[src/rtl/pm_pkg.sv]
package pm_pkg;
  localparam int CW      = 32;
  localparam int SELW    = 8;
  localparam int NEV     = 2;
  localparam int NCODE   = 1 << SELW;
  localparam int PREW    = 6;
  localparam int IDX_W   = 4;
  localparam int NFLAG   = NEV + 1;

  // control word bit positions (flag/enable index NEV is the cycle counter)
  localparam int B_RUN   = 0;
  localparam int B_EVCLR = 1;
  localparam int B_CYCLR = 2;
  localparam int B_DIV   = 3;
  localparam int B_IE    = 4;
  localparam int B_OVF   = 8;
  localparam int B_SEL   = 12;

  localparam logic [SELW-1:0]  SEL_NONE = '1;
  localparam logic [IDX_W-1:0] IDX_CTRL = IDX_W'(0);
  localparam logic [IDX_W-1:0] IDX_CYC  = IDX_W'(1);
  localparam int               IDX_EV0  = 2;

  function automatic logic [CW-1:0] bump(input logic [CW-1:0] v);
    return v + CW'(1);
  endfunction

  function automatic logic at_top(input logic [CW-1:0] v);
    return &v;
  endfunction

  function automatic logic [NFLAG-1:0] flag_next(input logic [NFLAG-1:0] cur,
                                                 input logic [NFLAG-1:0] clr,
                                                 input logic [NFLAG-1:0] set);
    return (cur & ~clr) | set;
  endfunction
endpackage

[src/rtl/pm_prescale.sv]
module pm_prescale
  import pm_pkg::*;
#(
  parameter int W = PREW
) (
  input  logic clk,
  input  logic rst_n,
  input  logic clr,
  input  logic step,
  output logic tick
);
  logic [W-1:0] ph;

  assign tick = step & (&ph);

  always_ff @(posedge clk or negedge rst_n) begin
    if (!rst_n)    ph <= '0;
    else if (clr)  ph <= '0;
    else if (step) ph <= ph + W'(1);
  end

  // after a divided step the phase starts over
  p_phase_restart_r3: assert property (@(posedge clk) disable iff (!rst_n)
    tick && !clr |=> ph == '0);
endmodule

[src/rtl/pm_counter.sv]
module pm_counter
  import pm_pkg::*;
(
  input  logic          clk,
  input  logic          rst_n,
  input  logic          clr,
  input  logic          load,
  input  logic [CW-1:0] load_val,
  input  logic          inc,
  output logic [CW-1:0] cnt,
  output logic          wrap
);
  assign wrap = inc & ~clr & ~load & at_top(cnt);

  always_ff @(posedge clk or negedge rst_n) begin
    if (!rst_n)     cnt <= '0;
    else if (clr)   cnt <= '0;
    else if (load)  cnt <= load_val;
    else if (inc)   cnt <= bump(cnt);
  end

  p_wrap_zero_r5: assert property (@(posedge clk) disable iff (!rst_n)
    wrap |=> cnt == '0);
  p_clear_zero_r2: assert property (@(posedge clk) disable iff (!rst_n)
    clr |=> cnt == '0);
  p_load_wins_r9: assert property (@(posedge clk) disable iff (!rst_n)
    load && !clr |=> cnt == $past(load_val));
  p_idle_hold_r1: assert property (@(posedge clk) disable iff (!rst_n)
    !clr && !load && !inc |=> $stable(cnt));
endmodule

[src/rtl/pm_ctrl.sv]
module pm_ctrl
  import pm_pkg::*;
(
  input  logic                      clk,
  input  logic                      rst_n,
  input  logic                      wr_en,
  input  logic [CW-1:0]             wdata,
  input  logic [NFLAG-1:0]          set_ovf,
  output logic                      run,
  output logic                      div,
  output logic [NFLAG-1:0]          ie,
  output logic [NEV-1:0][SELW-1:0]  sel,
  output logic [NFLAG-1:0]          ovf,
  output logic                      clr_ev,
  output logic                      clr_cyc,
  output logic [CW-1:0]             rd_word
);
  logic [NFLAG-1:0] ack;

  assign clr_ev  = wr_en & wdata[B_EVCLR];
  assign clr_cyc = wr_en & wdata[B_CYCLR];
  assign ack     = wr_en ? wdata[B_OVF +: NFLAG] : '0;

  always_ff @(posedge clk or negedge rst_n) begin
    if (!rst_n) begin
      run <= 1'b0;
      div <= 1'b0;
      ie  <= '0;
      sel <= '0;
      ovf <= '0;
    end else begin
      ovf <= flag_next(ovf, ack, set_ovf);
      if (wr_en) begin
        run <= wdata[B_RUN];
        div <= wdata[B_DIV];
        ie  <= wdata[B_IE +: NFLAG];
        for (int i = 0; i < NEV; i++) sel[i] <= wdata[B_SEL + i*SELW +: SELW];
      end
    end
  end

  always_comb begin
    rd_word = '0;
    rd_word[B_RUN]          = run;
    rd_word[B_DIV]          = div;
    rd_word[B_IE +: NFLAG]  = ie;
    rd_word[B_OVF +: NFLAG] = ovf;
    for (int i = 0; i < NEV; i++) rd_word[B_SEL + i*SELW +: SELW] = sel[i];
  end

  for (genvar g = 0; g < NFLAG; g++) begin : g_flag_chk
    p_flag_sticky_r5: assert property (@(posedge clk) disable iff (!rst_n)
      ovf[g] && !(wr_en && wdata[B_OVF+g]) |=> ovf[g]);
    p_flag_set_r5: assert property (@(posedge clk) disable iff (!rst_n)
      set_ovf[g] |=> ovf[g]);
    p_flag_ack_r6: assert property (@(posedge clk) disable iff (!rst_n)
      wr_en && wdata[B_OVF+g] && !set_ovf[g] |=> !ovf[g]);
  end
endmodule

[src/rtl/perf_mon.sv]
module perf_mon
  import pm_pkg::*;
(
  input  logic             clk,
  input  logic             rst_n,
  input  logic [3:0]       reg_idx,
  input  logic             reg_wr,
  input  logic [31:0]      reg_wdata,
  output logic [31:0]      reg_rdata,
  input  logic [255:0]     events,
  output logic             irq
);
  logic                     run, div, clr_ev, clr_cyc;
  logic [NFLAG-1:0]         ie, ovf, set_ovf;
  logic [NEV-1:0][SELW-1:0] sel;
  logic [CW-1:0]            ctrl_word, cyc_cnt;
  logic [NEV-1:0][CW-1:0]   ev_cnt;
  logic [NEV-1:0]           ev_inc, ev_wrap;
  logic                     wr_ctrl, cyc_step, div_tick, cyc_inc, cyc_wrap, cyc_load;

  assign wr_ctrl  = reg_wr && (reg_idx == IDX_CTRL);
  assign cyc_load = reg_wr && (reg_idx == IDX_CYC);
  assign cyc_step = run & div;
  assign cyc_inc  = run & (~div | div_tick);
  assign set_ovf  = {cyc_wrap, ev_wrap};
  assign irq      = |(ovf & ie);

  pm_ctrl u_ctrl (
    .clk(clk), .rst_n(rst_n), .wr_en(wr_ctrl), .wdata(reg_wdata),
    .set_ovf(set_ovf), .run(run), .div(div), .ie(ie), .sel(sel),
    .ovf(ovf), .clr_ev(clr_ev), .clr_cyc(clr_cyc), .rd_word(ctrl_word)
  );

  pm_prescale u_pre (
    .clk(clk), .rst_n(rst_n), .clr(clr_cyc), .step(cyc_step), .tick(div_tick)
  );

  pm_counter u_cyc (
    .clk(clk), .rst_n(rst_n), .clr(clr_cyc), .load(cyc_load),
    .load_val(reg_wdata), .inc(cyc_inc), .cnt(cyc_cnt), .wrap(cyc_wrap)
  );

  for (genvar g = 0; g < NEV; g++) begin : g_ev
    localparam logic [IDX_W-1:0] MY_IDX = IDX_W'(IDX_EV0 + g);
    logic ld;
    assign ld        = reg_wr && (reg_idx == MY_IDX);
    assign ev_inc[g] = run && (sel[g] != SEL_NONE) && events[sel[g]];

    pm_counter u_ev (
      .clk(clk), .rst_n(rst_n), .clr(clr_ev), .load(ld),
      .load_val(reg_wdata), .inc(ev_inc[g]), .cnt(ev_cnt[g]), .wrap(ev_wrap[g])
    );

    // the unused code freezes the counter apart from writes and clears
    p_unused_code_r4: assert property (@(posedge clk) disable iff (!rst_n)
      sel[g] == SEL_NONE && !ld && !clr_ev |=> $stable(ev_cnt[g]));
  end

  always_comb begin
    reg_rdata = '0;
    if (reg_idx == IDX_CTRL)     reg_rdata = ctrl_word;
    else if (reg_idx == IDX_CYC) reg_rdata = cyc_cnt;
    else begin
      for (int i = 0; i < NEV; i++)
        if (reg_idx == IDX_W'(IDX_EV0 + i)) reg_rdata = ev_cnt[i];
    end
  end

  // stopped counters hold unless written or cleared
  p_stopped_hold_r1: assert property (@(posedge clk) disable iff (!rst_n)
    !run && !cyc_load && !clr_cyc |=> $stable(cyc_cnt));
  // with every enable off the interrupt stays low
  p_irq_masked_r7: assert property (@(posedge clk) disable iff (!rst_n)
    ie == '0 |-> !irq);
endmodule

[config.mk]
export PLATFORM = sky130hd
export DESIGN_NAME = perf_mon
export DESIGN_NICKNAME = d
export VERILOG_FILES = /design/src/rtl/pm_pkg.sv /design/src/rtl/pm_prescale.sv /design/src/rtl/pm_counter.sv /design/src/rtl/pm_ctrl.sv /design/src/rtl/perf_mon.sv
export SDC_FILE = /design/constraint.sdc
export NUM_CORES = 1
export LEC_CHECK = 0
export BUFFER_PORTS_ARGS = -buffer_cell sky130_fd_sc_hd__clkbuf_2
export CORE_AREA = 2 2 185 187
export DETAILED_ROUTE_END_ITERATION = 8
export DIE_AREA = 0 0 187 189
export SLEW_MARGIN = 5
export SYNTH_ARGS = -nofsm -noshare
export SYNTH_HDL_FRONTEND = slang
export SYNTH_SLANG_ARGS = --single-unit
[constraint.sdc]
create_clock -name clk -period 7 [get_ports clk]
set_input_delay 0.7 -clock clk [delete_from_list [all_inputs] [get_ports clk]]
set_output_delay 0.7 -clock clk [all_outputs]
set_load 0.02 [all_outputs]
* Word level (Yosys, flattened, before mapping)
Index checks and enable logic that the tools add are counted.
** Storage, ports and cells
- Flip-flop bits (word level) :: 126
- Word-level logic and storage cells :: 84
** Operators by class
- Add/sub/neg operators :: 4
- $lt $le $gt $ge :: 2
- Equal/unequal tests :: 5
- Mux-type cells :: 20
- Bitwise gates (word level) :: 25
- Reduce and logical (&&, ||, !) cells :: 18
** Operator list (number)
- $mux W32 :: 13
- $add A32 B1 Y32 const B :: 3
- $reduce_and A32 Y1 :: 3
- $lt A8 B9 Y1 const B :: 2
- $bmux W1 S8 :: 2
- $ne A8 B8 Y1 const B :: 2
- $and A1 B1 Y1 :: 14
- $mux W6 :: 2
- $reduce_bool A3 Y1 :: 3
- $eq A4 B2 Y1 const B :: 2
- $logic_and A1 B1 Y1 :: 8
- $add A6 B1 Y6 const B :: 1
- $and A3 B3 Y3 :: 2
- $not A1 Y1 :: 6
- $reduce_and A6 Y1 :: 1
- $eq A4 B1 Y1 const B :: 1
- $logic_not A4 Y1 :: 1
- $mux W3 :: 1
- $not A3 Y3 :: 1
- $or A3 B3 Y3 :: 1
- $reduce_or A3 Y1 :: 1
- $mux W1 :: 2
- $reduce_bool A2 Y1 :: 1
- $or A1 B1 Y1 :: 1

* Logic depth before layout (Yosys ltp)
- Word-level depth :: 8
- Mapped depth :: 14

* Cells and area by module
A second synthesis with hierarchy kept.
** Second synthesis, totals
- Cell total of the unflattened synthesis :: 1262
- Area, all modules :: 12958.7 um2
** By module, submodules not included
- pm_counter :: times used 3, cells an instance 236, area each 2038.2 um2, seq. area each 800.8 um2
- perf_mon :: times used 1, cells an instance 437, area each 5327.6 um2, seq. area each 0.0 um2
- pm_ctrl :: times used 1, cells an instance 89, area each 1226.2 um2, seq. area each 600.6 um2
- pm_prescale :: times used 1, cells an instance 28, area each 290.3 um2, seq. area each 150.1 um2

* Worst setup path after synthesis
Ideal clock, no wire load.
- Path kind :: input to output
- Start point :: in reg_idx[0]
- End point :: out reg_rdata[20]
- Arrival time :: 2339 ps
- Required time :: 6300 ps
- Slack :: 3961 ps
- Cell stages on the path :: 4
- Cell sequence :: clkbuf_1 -> buf_1 -> mux4_2 -> and2_1
** On the way
- Cells in the longest elaborated chain, start to end :: 5
- Elaborated cells on any way between the ends :: 8
** Ends and longest elaborated chain
- start, declared :: line perf_mon.sv:6 : input logic [3:0] reg_idx,
- $eq A4 B2 Y1 :: line perf_mon.sv:65 : if (reg_idx == IDX_W'(IDX_EV0 + i)) reg_rdata = ev_cnt[i];
- $mux W32 (2 in a row) :: line perf_mon.sv:65
- $mux W32 :: line perf_mon.sv:62 : else if (reg_idx == IDX_CYC) reg_rdata = cyc_cnt;
- $mux W32 * :: line perf_mon.sv:61 : if (reg_idx == IDX_CTRL) reg_rdata = ctrl_word;
- end, declared :: line perf_mon.sv:9 : output logic [31:0] reg_rdata,
Mark *: on every way between the ends. The rest lies on a longest branch, timed or not.

* Worst setup path in the final report
- Start point :: reg u_ctrl.sel (netlist bit u_ctrl.rd_word[13])
- End point :: reg g_ev[0].u_ev.cnt[31]
** On the way
- Cells in the longest elaborated chain, start to end :: 4
- Elaborated cells on any way between the ends :: 6
** Ends and longest elaborated chain
- start, declared :: line pm_ctrl.sv:12 : output logic [NEV-1:0][SELW-1:0] sel,
- start signal, assigned :: line pm_ctrl.sv:29 : sel <= '0;
- $bmux W1 S8 / $ne A8 B8 Y1 (equally long branches) :: line perf_mon.sv:47 : assign ev_inc[g] = run && (sel[g] != SEL_NONE) && events[sel[g]];
- $mux W1 (implied by the code) / $logic_and A1 B1 Y1 (equally long branches) :: line perf_mon.sv:47
- $logic_and A1 B1 Y1 * :: line perf_mon.sv:47
- $reduce_bool A3 Y1 (no source line) *
- end signal, assigned :: line pm_counter.sv:18 : else if (load) cnt <= load_val;
- end signal, assigned :: line pm_counter.sv:19 : else if (inc) cnt <= bump(cnt);
- end, declared :: line pm_counter.sv:10 : output logic [CW-1:0] cnt,
Mark *: on every way between the ends. The rest lies on a longest branch, timed or not. The select of a mux whose other input is x is not followed.
A chain may end at the register's enable or synchronous reset.

==> impl_metrics.py <==
metrics = {
    "job": {
        "maxCapViolations": 0,
    },
    "cts": {
        "cts_resized": 0,
        "cts-root-buf": "clkbuf_16",
        "postCtsHoldBufs": 0,
        "path_clk_slew_ps": 60,
        "cts_tree": "done",
        "clkLatencyLatePin_ps": 420,
        "htree_levels": 4,
        "cts_num_sinks": 126,
        "clock_path_buffers": 2,
        "postCtsSetupBuffers": 0,
        "cts_buffers": 17,
    },
    "setup_path": {
        "rr_startpoint": "u_ctrl.rd_word[13]",
        "crit_start": "u_ctrl.rd_word[13]",
        "cp.arrival_ps": 4510,
        "r2r_setup_slack_ps": 2800,
        "crit_type": "reg -> reg",
        "crit_required_ps": 7310,
        "r2r_end": "g_ev[0].u_ev.cnt[31]",
        "r2r_cells": 10,
        "crit_fanout": 36,
        "end_kind": "flip-flop",
        "endpoint": "g_ev[0].u_ev.cnt[31]",
        "start_kind": "flip-flop",
    },
    "sta": {
        "fin_skew_ps": 6.476,
        "period_share": 0.6004,
        "hold_violations": 0,
        "max_slew.worst_pin.slew_ps": 1015,
        "setup_viol": 0,
        "period_needed_ps": 4203,
        "maxSlewViolCount": 0,
        "rsz0062_at_grt": "no",
        "max_freq_mhz": 237.9,
        "relSlewSlack": 0.3236,
        "tns_ps": 0,
    },
    "placement": {
        "hpwl_um": 35620,
        "placedCellCount": 1904,
        "gp_congestion": 0.9344,
        "io_buffers": 327,
    },
    "cells_and_area": {
        "multi_input_area_um2": 8422,
        "final_util": 0.4408,
        "area_growth_pct": 20.65,
        "final_cells": 1938,
        "nFillCells": 3212,
        "final_layout_size_suffix_gt1_frac": 0.3851,
        "final-seq-area_um2": 3168,
        "fin_nets": 1774,
    },
    "detailed_routing": {
        "via_per_inst": 6.104,
        "drt_iter0_drc": 1091,
        "drc": 0,
        "detail_route.wl_per_cell_um": 24.42,
        "num_vias": 11830,
        "first_pass_iters": 7,
        "postRouteAntennaNets": 0,
        "totalWireLength_um": 47330,
    },
    "logic_synthesis": {
        "ys_types": 62,
        "synth_cells": 1218,
        "synth_top_area_share": 0.2593,
        "synth_edf_count": 0,
        "ys.flop_type": "dfrtp_1",
        "yosys.area.top_type": "dfrtp_1",
        "synthTopCellsByArea": "dfrtp_1 26%, mux4_2 26%, nand2_1 3.7%",
        "synth_nets": 1517,
        "synthMostInstantiatedCell": "mux4_2",
        "ys_warn_count": 0,
        "synth-seq-cells": 126,
        "yosysSeqAreaShare": 0.2593,
        "syn_avg_cell_area_um2": 9.984,
        "synth_common_cells": "139 x mux4_2, 126 x dfrtp_1, 119 x nand2_1",
        "async_flop_share": 1.000,
        "syn_area_um2": 12160,
    },
    "global_route": {
        "grt_pass1_wl_um": 72330,
        "grtUsageTotal": 0.2665,
        "antenna_found_initial": 3,
        "grt_overflow_total": 0,
        "grt_max_degree": 68,
        "grt_pass1_vias": 11610,
    },
    "pwr": {
        "p_clk_frac": 0.255,
        "combPwrFrac": 0.412,
        "seqPwrFrac": 0.333,
        "power_switching_uw": 1551,
        "p_sw_frac": 0.3802,
        "p_int_uw": 2529,
        "vdd_drop_max_mv": 0.1809,
        "p_leak_uw": 0.005926,
        "power_uw": 4080,
        "powerDensity_nw_per_um2": 278.1,
    },
    "worst_hold_path": {
        "hold_class": "in -> async",
    },
    "floorplanning": {
        "die_area_um2": 35340,
        "start_util": 0.3654,
        "die_x_um": 187,
        "num_io_pins": 328,
        "rows": 67,
        "core_region_area_um2": 33280,
        "die_h_um": 189,
    },
    "run_status": {
        "outcome": "finished clean",
    },
}
flip-flops by register name (all words and copies together) (netlist names):
register / flops
g_ev.u_ev.cnt: 64
u_cyc.cnt: 32
u_ctrl.rd_word: 16
u_pre.ph: 6
u_ctrl.ie: 3
u_ctrl.ovf: 3
u_ctrl.div: 1
u_ctrl.run: 1
critical path, cell delays in order, from the launching register on:
cell	delay [ps]
dfrtp_2	1020
buf_4	540
mux4_2	390
mux4_2	480
a22oi_1	290
nand2_1	160
a32oi_2	240
buf_4	370
and2b_1	250
a21oi_1	60
o22a_1	240
layout by cell type (no fill, tap or decap), drive strengths merged, types with 4 or more instances in the layout:
cell type and count:
clkbuf 347, mux4 139, dfrtp 126, nand2 119, nor2 78, o21ai 74, nand3 54, xor2 51
a21oi 48, xnor2 41, mux2i 39, mux2 38, and2 34, a211oi 32, nand4 31, and3 24
nor3 23, buf 21, a22oi 20, nor4 16, nor2b 15, o22ai 12, nand2b 11, inv 9
a31oi 8, a22o 6, bufinv 6, or2 6, clkinv 6, and4 5, nand4b 4, nor4b 4
ha 4
power groups by stage:
stage	registers (uW)	logic (uW)	clock network, uW
6_report	1360	1680	1040
5_1_grt	1400	1810	1090
4_1_cts	1350	1690	1050
3_5_place_dp	1360	1670	0
3_3_place_gp	1350	1660	0
2_1_floorplan	1120	1390	0
metal layers:
metal	part of all wire	global-route usage	vias up
met3	0.077	0.04171	63
met5	0.00034	0	-
met2	0.51	0.4695	642
met1	0.39	0.3422	5925
met4	0.023	0.06807	2
li1	-	-	5197
cells by family (layout without fill, tap and decap cells):
logic type	after synthesis	count (layout)	share of synthesized area
adder cells (fa/ha/maj)	4	4	0.004116
AND/OR/NAND/NOR	433	433	0.1779
buffers and inverters	119	389	0.04887
AO/OA/AOI/OAI	228	228	0.1188
XOR/XNOR	92	92	0.06626
flip-flops	126	126	0.2593
other	0	2	0
multiplexers	216	216	0.3247
per-stage QoR:
stage	instance area [um^2]	worst slack [ps]	hold slack, ps
after floorplan	12160	3961	404.4
after global placement	13980	2904	514.7
after detailed placement	13980	2867	521.9
after CTS	14670	2850	455.7
after global routing	14670	2598	475.0
final	14670	2797	410.3
cell type report:
type	count	share of cell area
diodes	2	0.0003411
clock buffers	21	0.03275
clock inverters	11	0.01424
inverters	10	0.002558
multi-input cells	973	0.5740
flip-flops and latches	126	0.2159
well taps	448	0.03821
repair buffers	347	0.1220
worst min-delay path by stage:
| stage | startpoint | endpoint | slack (ps) | cells past startpoint |
|---|---|---|---|---|
| 2_1_floorplan | rst_n | g_ev[0].u_ev.cnt[0] | 400 | 0 |
| 3_3_place_gp | u_ctrl.ie[2] | u_ctrl.ie[2] | 510 | 1 |
| 3_5_place_dp | g_ev[0].u_ev.cnt[31] | g_ev[0].u_ev.cnt[31] | 520 | 1 |
| 4_1_cts | rst_n | u_ctrl.ie[1] | 460 | 1 |
| 5_1_grt | rst_n | u_cyc.cnt[5] | 480 | 1 |
| 6_report | rst_n | u_cyc.cnt[5] | 410 | 1 |
No activity file was read; power rests on OpenSTA's default activity.
